$ cat src/rtl/i2c_mctl_pkg.sv
// Package: bit positions and widths of the I2C master control register.
// Assumes a 32-bit register whose layout is fixed, because the bus engine
// decodes these fields.
package i2c_mctl_pkg;
    localparam int REG_W       = 32;
    localparam int BE_W        = REG_W / 8;
    localparam int ADDR_W      = 10;
    localparam int CNT_W       = 8;
    localparam int POS_ADDR    = 0;
    localparam int POS_RD      = 10;
    localparam int POS_A10     = 11;
    localparam int POS_H10     = 12;
    localparam int POS_START   = 13;
    localparam int POS_STOP    = 14;
    localparam int POS_NACK    = 15;
    localparam int POS_CNT     = 16;
    localparam int POS_RELOAD  = 24;
    localparam int POS_AUTOEND = 25;
    localparam int POS_PEC     = 26;
    localparam int NUM_REQ     = 4;

    // Request flags, in index order.
    typedef enum logic [1:0] {
        REQ_START = 2'd0,
        REQ_STOP  = 2'd1,
        REQ_NACK  = 2'd2,
        REQ_PEC   = 2'd3
    } req_idx_e;

    // Bit position of request flag idx inside the register.
    function automatic int req_pos(input int idx);
        case (idx)
            0:       return POS_START;
            1:       return POS_STOP;
            2:       return POS_NACK;
            default: return POS_PEC;
        endcase
    endfunction
endpackage

$ cat src/rtl/i2c_mctl_field.sv
// Module: one software-written configuration field of width W at bit POS.
// Each bit takes its byte enable from the byte it falls in, so a field may
// span two bytes. When lock is high, writes are ignored.
module i2c_mctl_field
    import i2c_mctl_pkg::*;
#(
    parameter int W   = 1,
    parameter int POS = 0
) (
    input  logic             clk,
    input  logic             rst_n,
    input  logic             wr_en,
    input  logic [BE_W-1:0]  wr_be,
    input  logic [REG_W-1:0] wr_data,
    input  logic             lock,
    output logic [W-1:0]     q
);
    logic [W-1:0] bit_we;

    for (genvar i = 0; i < W; i++) begin : g_bit
        localparam int BYTE_IDX = (POS + i) / 8;
        // Per-bit write enable built from the enable of its byte.
        assign bit_we[i] = wr_en && wr_be[BYTE_IDX] && !lock;

        // Store the bit: load it on an enabled write, clear it on reset.
        always_ff @(posedge clk) begin
            if (!rst_n)         q[i] <= 1'b0;
            else if (bit_we[i]) q[i] <= wr_data[POS + i];
        end
    end
endmodule

$ cat src/rtl/i2c_mctl_req.sv
// Module: one request flag that software can only set and hardware clears.
// When set and clr arrive in the same cycle, clr wins.
module i2c_mctl_req (
    input  logic clk,
    input  logic rst_n,
    input  logic set,
    input  logic clr,
    output logic q
);
    // Flag update: clear has priority, then set, otherwise hold.
    always_ff @(posedge clk) begin
        if (!rst_n)   q <= 1'b0;
        else if (clr) q <= 1'b0;
        else if (set) q <= 1'b1;
    end
endmodule

$ cat src/rtl/i2c_mctl_reg.sv
// Module: I2C master control register. It stores the transfer description
// and the request flags, freezes the description while start is pending,
// and clears the flags on engine events. Assumes the event inputs are
// single-cycle pulses that are synchronous to clk.
module i2c_mctl_reg
    import i2c_mctl_pkg::*;
(
    input  logic               clk,
    input  logic               rst_n,
    input  logic               wr_en,
    input  logic [BE_W-1:0]    wr_be,
    input  logic [REG_W-1:0]   wr_data,
    input  logic               periph_en,
    input  logic               evt_addr_sent,
    input  logic               evt_arb_lost,
    input  logic               evt_timeout,
    input  logic               evt_addr_clr,
    input  logic               evt_nack_sent,
    input  logic               evt_pec_sent,
    input  logic               evt_stop_rx,
    input  logic               evt_addr_match,
    output logic [REG_W-1:0]   rd_data,
    output logic [ADDR_W-1:0]  tgt_addr,
    output logic               xfer_rd,
    output logic               addr10,
    output logic               head10r_only,
    output logic [CNT_W-1:0]   nbytes,
    output logic               reload,
    output logic               autoend_eff,
    output logic               start_go,
    output logic               stop_req,
    output logic               nack_req,
    output logic               pec_go
);
    logic [ADDR_W-1:0]  addr_q;
    logic               rd_q, a10_q, h10_q, reload_q, autoend_q;
    logic [CNT_W-1:0]   cnt_q;
    logic [NUM_REQ-1:0] req_q, req_set, req_clr;
    logic               desc_lock;

    // The transfer description is frozen while start is pending.
    assign desc_lock = req_q[REQ_START];

    i2c_mctl_field #(.W(ADDR_W), .POS(POS_ADDR)) u_addr (
        .clk(clk), .rst_n(rst_n), .wr_en(wr_en), .wr_be(wr_be),
        .wr_data(wr_data), .lock(desc_lock), .q(addr_q));
    i2c_mctl_field #(.W(1), .POS(POS_RD)) u_rd (
        .clk(clk), .rst_n(rst_n), .wr_en(wr_en), .wr_be(wr_be),
        .wr_data(wr_data), .lock(desc_lock), .q(rd_q));
    i2c_mctl_field #(.W(1), .POS(POS_A10)) u_a10 (
        .clk(clk), .rst_n(rst_n), .wr_en(wr_en), .wr_be(wr_be),
        .wr_data(wr_data), .lock(desc_lock), .q(a10_q));
    i2c_mctl_field #(.W(1), .POS(POS_H10)) u_h10 (
        .clk(clk), .rst_n(rst_n), .wr_en(wr_en), .wr_be(wr_be),
        .wr_data(wr_data), .lock(desc_lock), .q(h10_q));
    i2c_mctl_field #(.W(CNT_W), .POS(POS_CNT)) u_cnt (
        .clk(clk), .rst_n(rst_n), .wr_en(wr_en), .wr_be(wr_be),
        .wr_data(wr_data), .lock(desc_lock), .q(cnt_q));
    i2c_mctl_field #(.W(1), .POS(POS_RELOAD)) u_reload (
        .clk(clk), .rst_n(rst_n), .wr_en(wr_en), .wr_be(wr_be),
        .wr_data(wr_data), .lock(1'b0), .q(reload_q));
    i2c_mctl_field #(.W(1), .POS(POS_AUTOEND)) u_autoend (
        .clk(clk), .rst_n(rst_n), .wr_en(wr_en), .wr_be(wr_be),
        .wr_data(wr_data), .lock(1'b0), .q(autoend_q));

    // Clear sources for each request flag.
    always_comb begin
        req_clr[REQ_START] = !periph_en || evt_addr_sent || evt_arb_lost
                             || evt_timeout || evt_addr_clr;
        req_clr[REQ_STOP]  = !periph_en || evt_stop_rx;
        req_clr[REQ_NACK]  = !periph_en || evt_nack_sent || evt_stop_rx
                             || evt_addr_match;
        req_clr[REQ_PEC]   = !periph_en || evt_pec_sent || evt_stop_rx
                             || evt_addr_match;
    end

    for (genvar r = 0; r < NUM_REQ; r++) begin : g_req
        localparam int RPOS = req_pos(r);
        // Software sets a flag only by writing 1 to its bit.
        assign req_set[r] = wr_en && wr_be[RPOS / 8] && wr_data[RPOS];
        i2c_mctl_req u_req (
            .clk(clk), .rst_n(rst_n), .set(req_set[r]),
            .clr(req_clr[r]), .q(req_q[r]));
    end

    // Read-back view: fields at their positions, reserved bits zero.
    always_comb begin
        rd_data = '0;
        rd_data[POS_ADDR +: ADDR_W] = addr_q;
        rd_data[POS_RD]             = rd_q;
        rd_data[POS_A10]            = a10_q;
        rd_data[POS_H10]            = h10_q;
        rd_data[POS_START]          = req_q[REQ_START];
        rd_data[POS_STOP]           = req_q[REQ_STOP];
        rd_data[POS_NACK]           = req_q[REQ_NACK];
        rd_data[POS_CNT +: CNT_W]   = cnt_q;
        rd_data[POS_RELOAD]         = reload_q;
        rd_data[POS_AUTOEND]        = autoend_q;
        rd_data[POS_PEC]            = req_q[REQ_PEC];
    end

    // Engine view: normalised address and reload-masked controls.
    always_comb begin
        tgt_addr     = a10_q ? addr_q : {3'b000, addr_q[7:1]};
        xfer_rd      = rd_q;
        addr10       = a10_q;
        head10r_only = h10_q;
        nbytes       = cnt_q;
        reload       = reload_q;
        autoend_eff  = autoend_q && !reload_q;
        start_go     = req_q[REQ_START] && !reload_q;
        stop_req     = req_q[REQ_STOP];
        nack_req     = req_q[REQ_NACK];
        pec_go       = req_q[REQ_PEC] && !reload_q;
    end
endmodule

$ cat config.mk
export PLATFORM = sky130hd
export DESIGN_NAME = i2c_mctl_reg
export DESIGN_NICKNAME = d
export VERILOG_FILES = /design/src/rtl/i2c_mctl_pkg.sv /design/src/rtl/i2c_mctl_field.sv /design/src/rtl/i2c_mctl_req.sv /design/src/rtl/i2c_mctl_reg.sv
export SDC_FILE = /design/constraint.sdc
export NUM_CORES = 1
export LEC_CHECK = 0
export ABC_AREA = 1
export BUFFER_PORTS_ARGS = -buffer_cell sky130_fd_sc_hd__buf_2
export CORE_MARGIN = 3
export CORE_UTILIZATION = 34
export CTS_CLUSTER_DIAMETER = 80
export CTS_CLUSTER_SIZE = 30
export DETAILED_ROUTE_END_ITERATION = 12
export MAX_ROUTING_LAYER = met4
export PLACE_DENSITY_LB_ADDON = 0.12
export SLEW_MARGIN = 5
export SYNTH_ARGS = -nofsm -noshare
export SYNTH_HDL_FRONTEND = slang
export SYNTH_SLANG_ARGS = --single-unit
export TNS_END_PERCENT = 20
$ cat constraint.sdc
create_clock -name clk -period 1.05 [get_ports clk]
set_input_delay 0.0525 -clock clk [delete_from_list [all_inputs] [get_ports clk]]
set_output_delay 0.0525 -clock clk [all_outputs]
set_load 0.03 [all_outputs]
======== Word level (Yosys, flattened, before mapping) ========
Index checks and enable logic that the tools add are counted.
storage, ports and cells
  bits in registers ....................... 27
  input port bits ......................... 48
cells by class
  bitwise gates (word level) .............. 1
  reductions and logical operators ........ 32
  multiplexer cells ....................... 1
operators by type and width
  cell                number
  logical AND 1 bit   14
  logical OR 1 bit    11
  two-way mux 10 bit  1
  OR reduction 2 bit  4
  logical NOT 1 bit   3
  NOT 1 bit           1

======== Depth between registers and ports, before layout ========
  depth in word-level cells ............... 6
  gate-level depth with buffers ........... 6
  mapped depth without buffers ............ 5

======== By module ========
From an unflattened synthesis, not the netlist that was laid out.
second synthesis, totals
  cell total of the unflattened synthesis .. 251
  area, all modules ....................... 1600.3 um2
modules (own cells, without submodules)
  module                       cells each  instances  area an instance (um2)
  i2c_mctl_field at u_addr     65          1          437.9
  i2c_mctl_reg                 74          1          406.6
  i2c_mctl_field at u_cnt      52          1          352.8
  i2c_mctl_field at u_a10 ...  8           5          52.6
  i2c_mctl_req                 5           4          35.0

======== Least setup slack after synthesis ========
Ideal clock, no wire load.
  path type ............................... flip-flop to output port
  start point ............................. register u_a10.q
  end point ............................... output tgt_addr[0]
  stages on the path, launching flop included .. 5
  data required time ...................... 998 ps
  buffers on the path ..................... 2
  slack ................................... -344 ps
  data arrival time ....................... 1341 ps
  path through ............................ dfxtp_1 clkbuf_1 buf_2 nand2_1 o21ai_0
between the ends
  longest elaborated chain between the ends .. 1
RTL lines
  what                             line                  source
  start, declared                  i2c_mctl_field.sv:16  output logic [W-1:0] q
  start signal, assigned by index  i2c_mctl_field.sv:28  else if (bit_we[i]) q[i] <= wr_data[POS + i];
  two-way mux 10 bit               i2c_mctl_reg.sv:104   tgt_addr = a10_q ? addr_q : {3'b000, addr_q[7:1]};
  end, declared                    i2c_mctl_reg.sv:23    output logic [ADDR_W-1:0] tgt_addr,
No other way between the ends.

======== Final worst setup path ========
  start point ............................. register u_a10.q
  end point ............................... output tgt_addr[4]
Same word-level chain as after synthesis.

==> results by group <==
Worst setup path
  – CP required: 1000 ps
  – Worst-path fanout max: 5
  – Cell count along the critical path: 4
  – Critical Path AT: approximately 1100 ps
  – CP dominant cell by count: buf_6
  – Worst Setup Start Kind: register
  – Max incr delay on CP: 370 ps
  – Critical R2R Capture: u_h10.q
  – Kind of end point of the critical path: output port
  – Critical path type: reg -> out
  – Worst path bufs/invs: 3
  – Crit-path cells: buf_12 -> buf_6 -> o21ai_2 -> buf_6
  – CP top delay family: buffers and inverters
  – Number of cells on the worst reg-to-reg path: 4
  – R2R setup slack: 150 ps
  – Slowest CP cell: dfxtp_4
  – Reg-to-Reg Start: g_req[0].u_req.q

Logic synthesis
  – Yosys cell types: 15
  – Sequential area share after synthesis: between 30% and 40%
  – Cell count after synthesis: between 200 and 250
  – Avg Cell Area, Syn: approximately 6.5 um2
  – #FFs+latches synth: 27
  – Post-Syn Area: 1420 um2
  – Synthesis warning total: 0

Pwr
  – LEAKAGE: 1.27 nW
  – Tot Pwr: ~2.5 mW
  – Pwr Density: 1160 nW/um2
  – VDD IR max: around 730 uV

Place
  – Routability Congestion: around 0.79
  – IO Port Bufs: 96
  – HPWL Detailed: between 2 and 3 mm
  – Post-DP Area: between 1500 and 2000 um2

Global routing
  – Number of antenna violations at the first check in global routing: 0
  – Gr ovfl total: 0
  – Total track usage: ~15%
  – First-pass GRT wire length: around 6.0 mm
  – Largest net degree at the start of global routing: 22
  – Vias in the first global route: 1415

Drt
  – Met3 WL: approximately 300 um
  – DR WL met2: ~1.7 mm
  – DRT Wirelength: 3.58 mm
  – Metal-1 WL: 1.53 mm
  – Detail-routed net length per standard cell: 9.72 um
  – Antenna-violating nets left: 0
  – Via count: about 1500
  – Vias per std cell: 4.04
  – Drc violations: 0
  – Max layer used: met4
  – Iter 0 DRT Violations: 44
  – Pre-antenna DRT Iters: 4

Final layout
  – Multi-input logic area: roughly 630 um2
  – Antenna cell count: 0
  – Final Cell Area: approximately 2200 um2
  – Share of cells above drive strength 1: between 30% and 40%
  – Filler Cells Inserted: 390
  – Final #Nets: about 370
  – Register Area: 546 um2
  – P&R area growth vs syn: 54.1%

STA
  – RSZ-0062 raised after global routing: yes
  – Pins Over Slew Limit: 0
  – Period utilization: 113%
  – Final Hold Vio Count: 0
  – Clk_skew: 4.53 ps
  – Fmax: about 0.84 GHz
  – Min Hold Slack: 1.63 ps
  – Fin worst setup slack: -140 ps
  – Final TNS setup: -1170 ps
  – Tmin final: 1190 ps
  – Setup violations, final: 11

Floorplanning
  – Die H: slightly above 70 um
  – Core box area: approximately 3900 um2
  – Initial core utilization: between 30% and 40%
  – Row cnt: 22
  – Horiz. Die Dim: approximately 70 um
  – I/O pins: 107
  – Die ar.: about 5000 um2

Min path
  – Worst hold stages: 3
  – Hold wc startpoint: wr_data[10]
  – Worst Hold End: u_rd.q
  – Hold Crit Class: in -> reg

Clock network
  – Clock transition at the registers of the reported paths: roughly 90 ps
  – Root buffer cell: clkbuf_8
  – H-tree depth: 1
  – CTS max path bufs: 2
  – CTS tree: done
  – Num CTS Buffers: 3
  – Insertion delay to the later sink of the worst-skew pair: about 270 ps
  – Clock Sinks: 27

Outcome
  – Status: complete, but fails checks
  – Violated checks: negative setup slack

Flow run
  – Max_cap viols: 0
worst min-delay path, stage by stage:
cell and delay, ps:
buf_2 80, nor2_1 30, nor2_1 80
report_power, final:
group	total [mW]	switching [mW]	internal, mW
sequential	1.13	0.0438	1.08
clock	0.593	0.321	0.272
combinational	0.825	0.502	0.323
total	2.55	0.866	1.68
layout make-up:
cell class	count	share of cell area [%]
timing repair buffer	120	36.1
multi-input combinational	138	28.8
sequential	27	24.9
inverter	31	5.43
tap	48	2.74
clock buffer	4	2.06
cell families (layout without fill, tap and decap cells):
group	after synthesis	count (layout)	synth area share, %
buffers and inverters	59	155	22.6
and+or+nand+nor	120	120	34.3
other	1	5	0.264
AOI/OAI and AO/OA	13	13	4.76
DFF	27	27	38.1
registers in the layout, indices dropped and copies added, names as in the netlist:
name / flops
u_reload.q: 1
u_addr.q: 10
u_rd.q: 1
u_a10.q: 1
u_cnt.q: 8
u_autoend.q: 1
u_h10.q: 1
g_req.u_req.q: 4
how the worst max path moves through the flow:
stage                                 from           to  slack [ps]
after floorplan                    u_a10.q  tgt_addr[4]           9
after global placement    g_req[0].u_req.q       u_rd.q          30
after detailed placement  g_req[0].u_req.q  u_addr.q[9]          30
after CTS                          u_a10.q  tgt_addr[4]        -160
after global routing               u_a10.q  tgt_addr[0]        -190
final                              u_a10.q  tgt_addr[4]        -140
cells in the final DEF, fill, tap and decap left out:
cell and n:
buf_2 83, buf_6 13, clkbuf_8 3, dfxtp_4 1
dlygate4sd3_1 14, a21oi_1 3, nor2_1 54, dfxtp_2 1
inv_4 1, o21ai_4 4, a21boi_0 1, inv_2 3
buf_4 9, nand3_2 1, nand3_1 2, inv_1 27
o21ai_2 3, dfxtp_1 25, clkbuf_1 1, conb_1 5
nand2_1 61, o21ai_0 2, nand3_4 2, buf_12 1
routing by layer:
layer / global-route usage, % / up-vias
met2: 27.2 / 60
met4: 3.34 / 0
met5: - / -
met1: 16.6 / 610
met3: 3.84 / 4
li1: - / 813
synthesized netlist by cell type:
cell type | instances | area share, %
clkbuf_1 | 2 | 0.53
buf_4 | 22 | 12
buf_2 | 2 | 0.70
dfxtp_1 | 27 | 38
nand3_4 | 2 | 2.5
conb_1 | 1 | 0.26
nand3_2 | 1 | 0.70
o21ai_0 | 9 | 3.2
nor2_1 | 54 | 14
a21boi_0 | 1 | 0.53
inv_1 | 31 | 8.2
nand2_1 | 61 | 16
nand3_1 | 2 | 0.70
buf_6 | 2 | 1.6
a21oi_1 | 3 | 1.1
what timing repair did:
action                                  CTS  global route
hold endpoints to repair                 14             0
endpoints found under the setup margin   13            14
resized for setup                        31             0
buffers inserted                          7             0
cloned                                    0             0
hold buffers                             14             0
pin swaps                                 6             0
stage by stage:
step	setup slack, ps	utilization (%)	std cells
4_1_cts	-155	56.8	368
3_3_place_gp	30.2	48.1	343
2_1_floorplan	8.62	-	224
6_report	-140	56.8	368
5_1_grt	-188	56.8	368
3_5_place_dp	34.7	48.1	343
(Power assumes the default switching activity.)
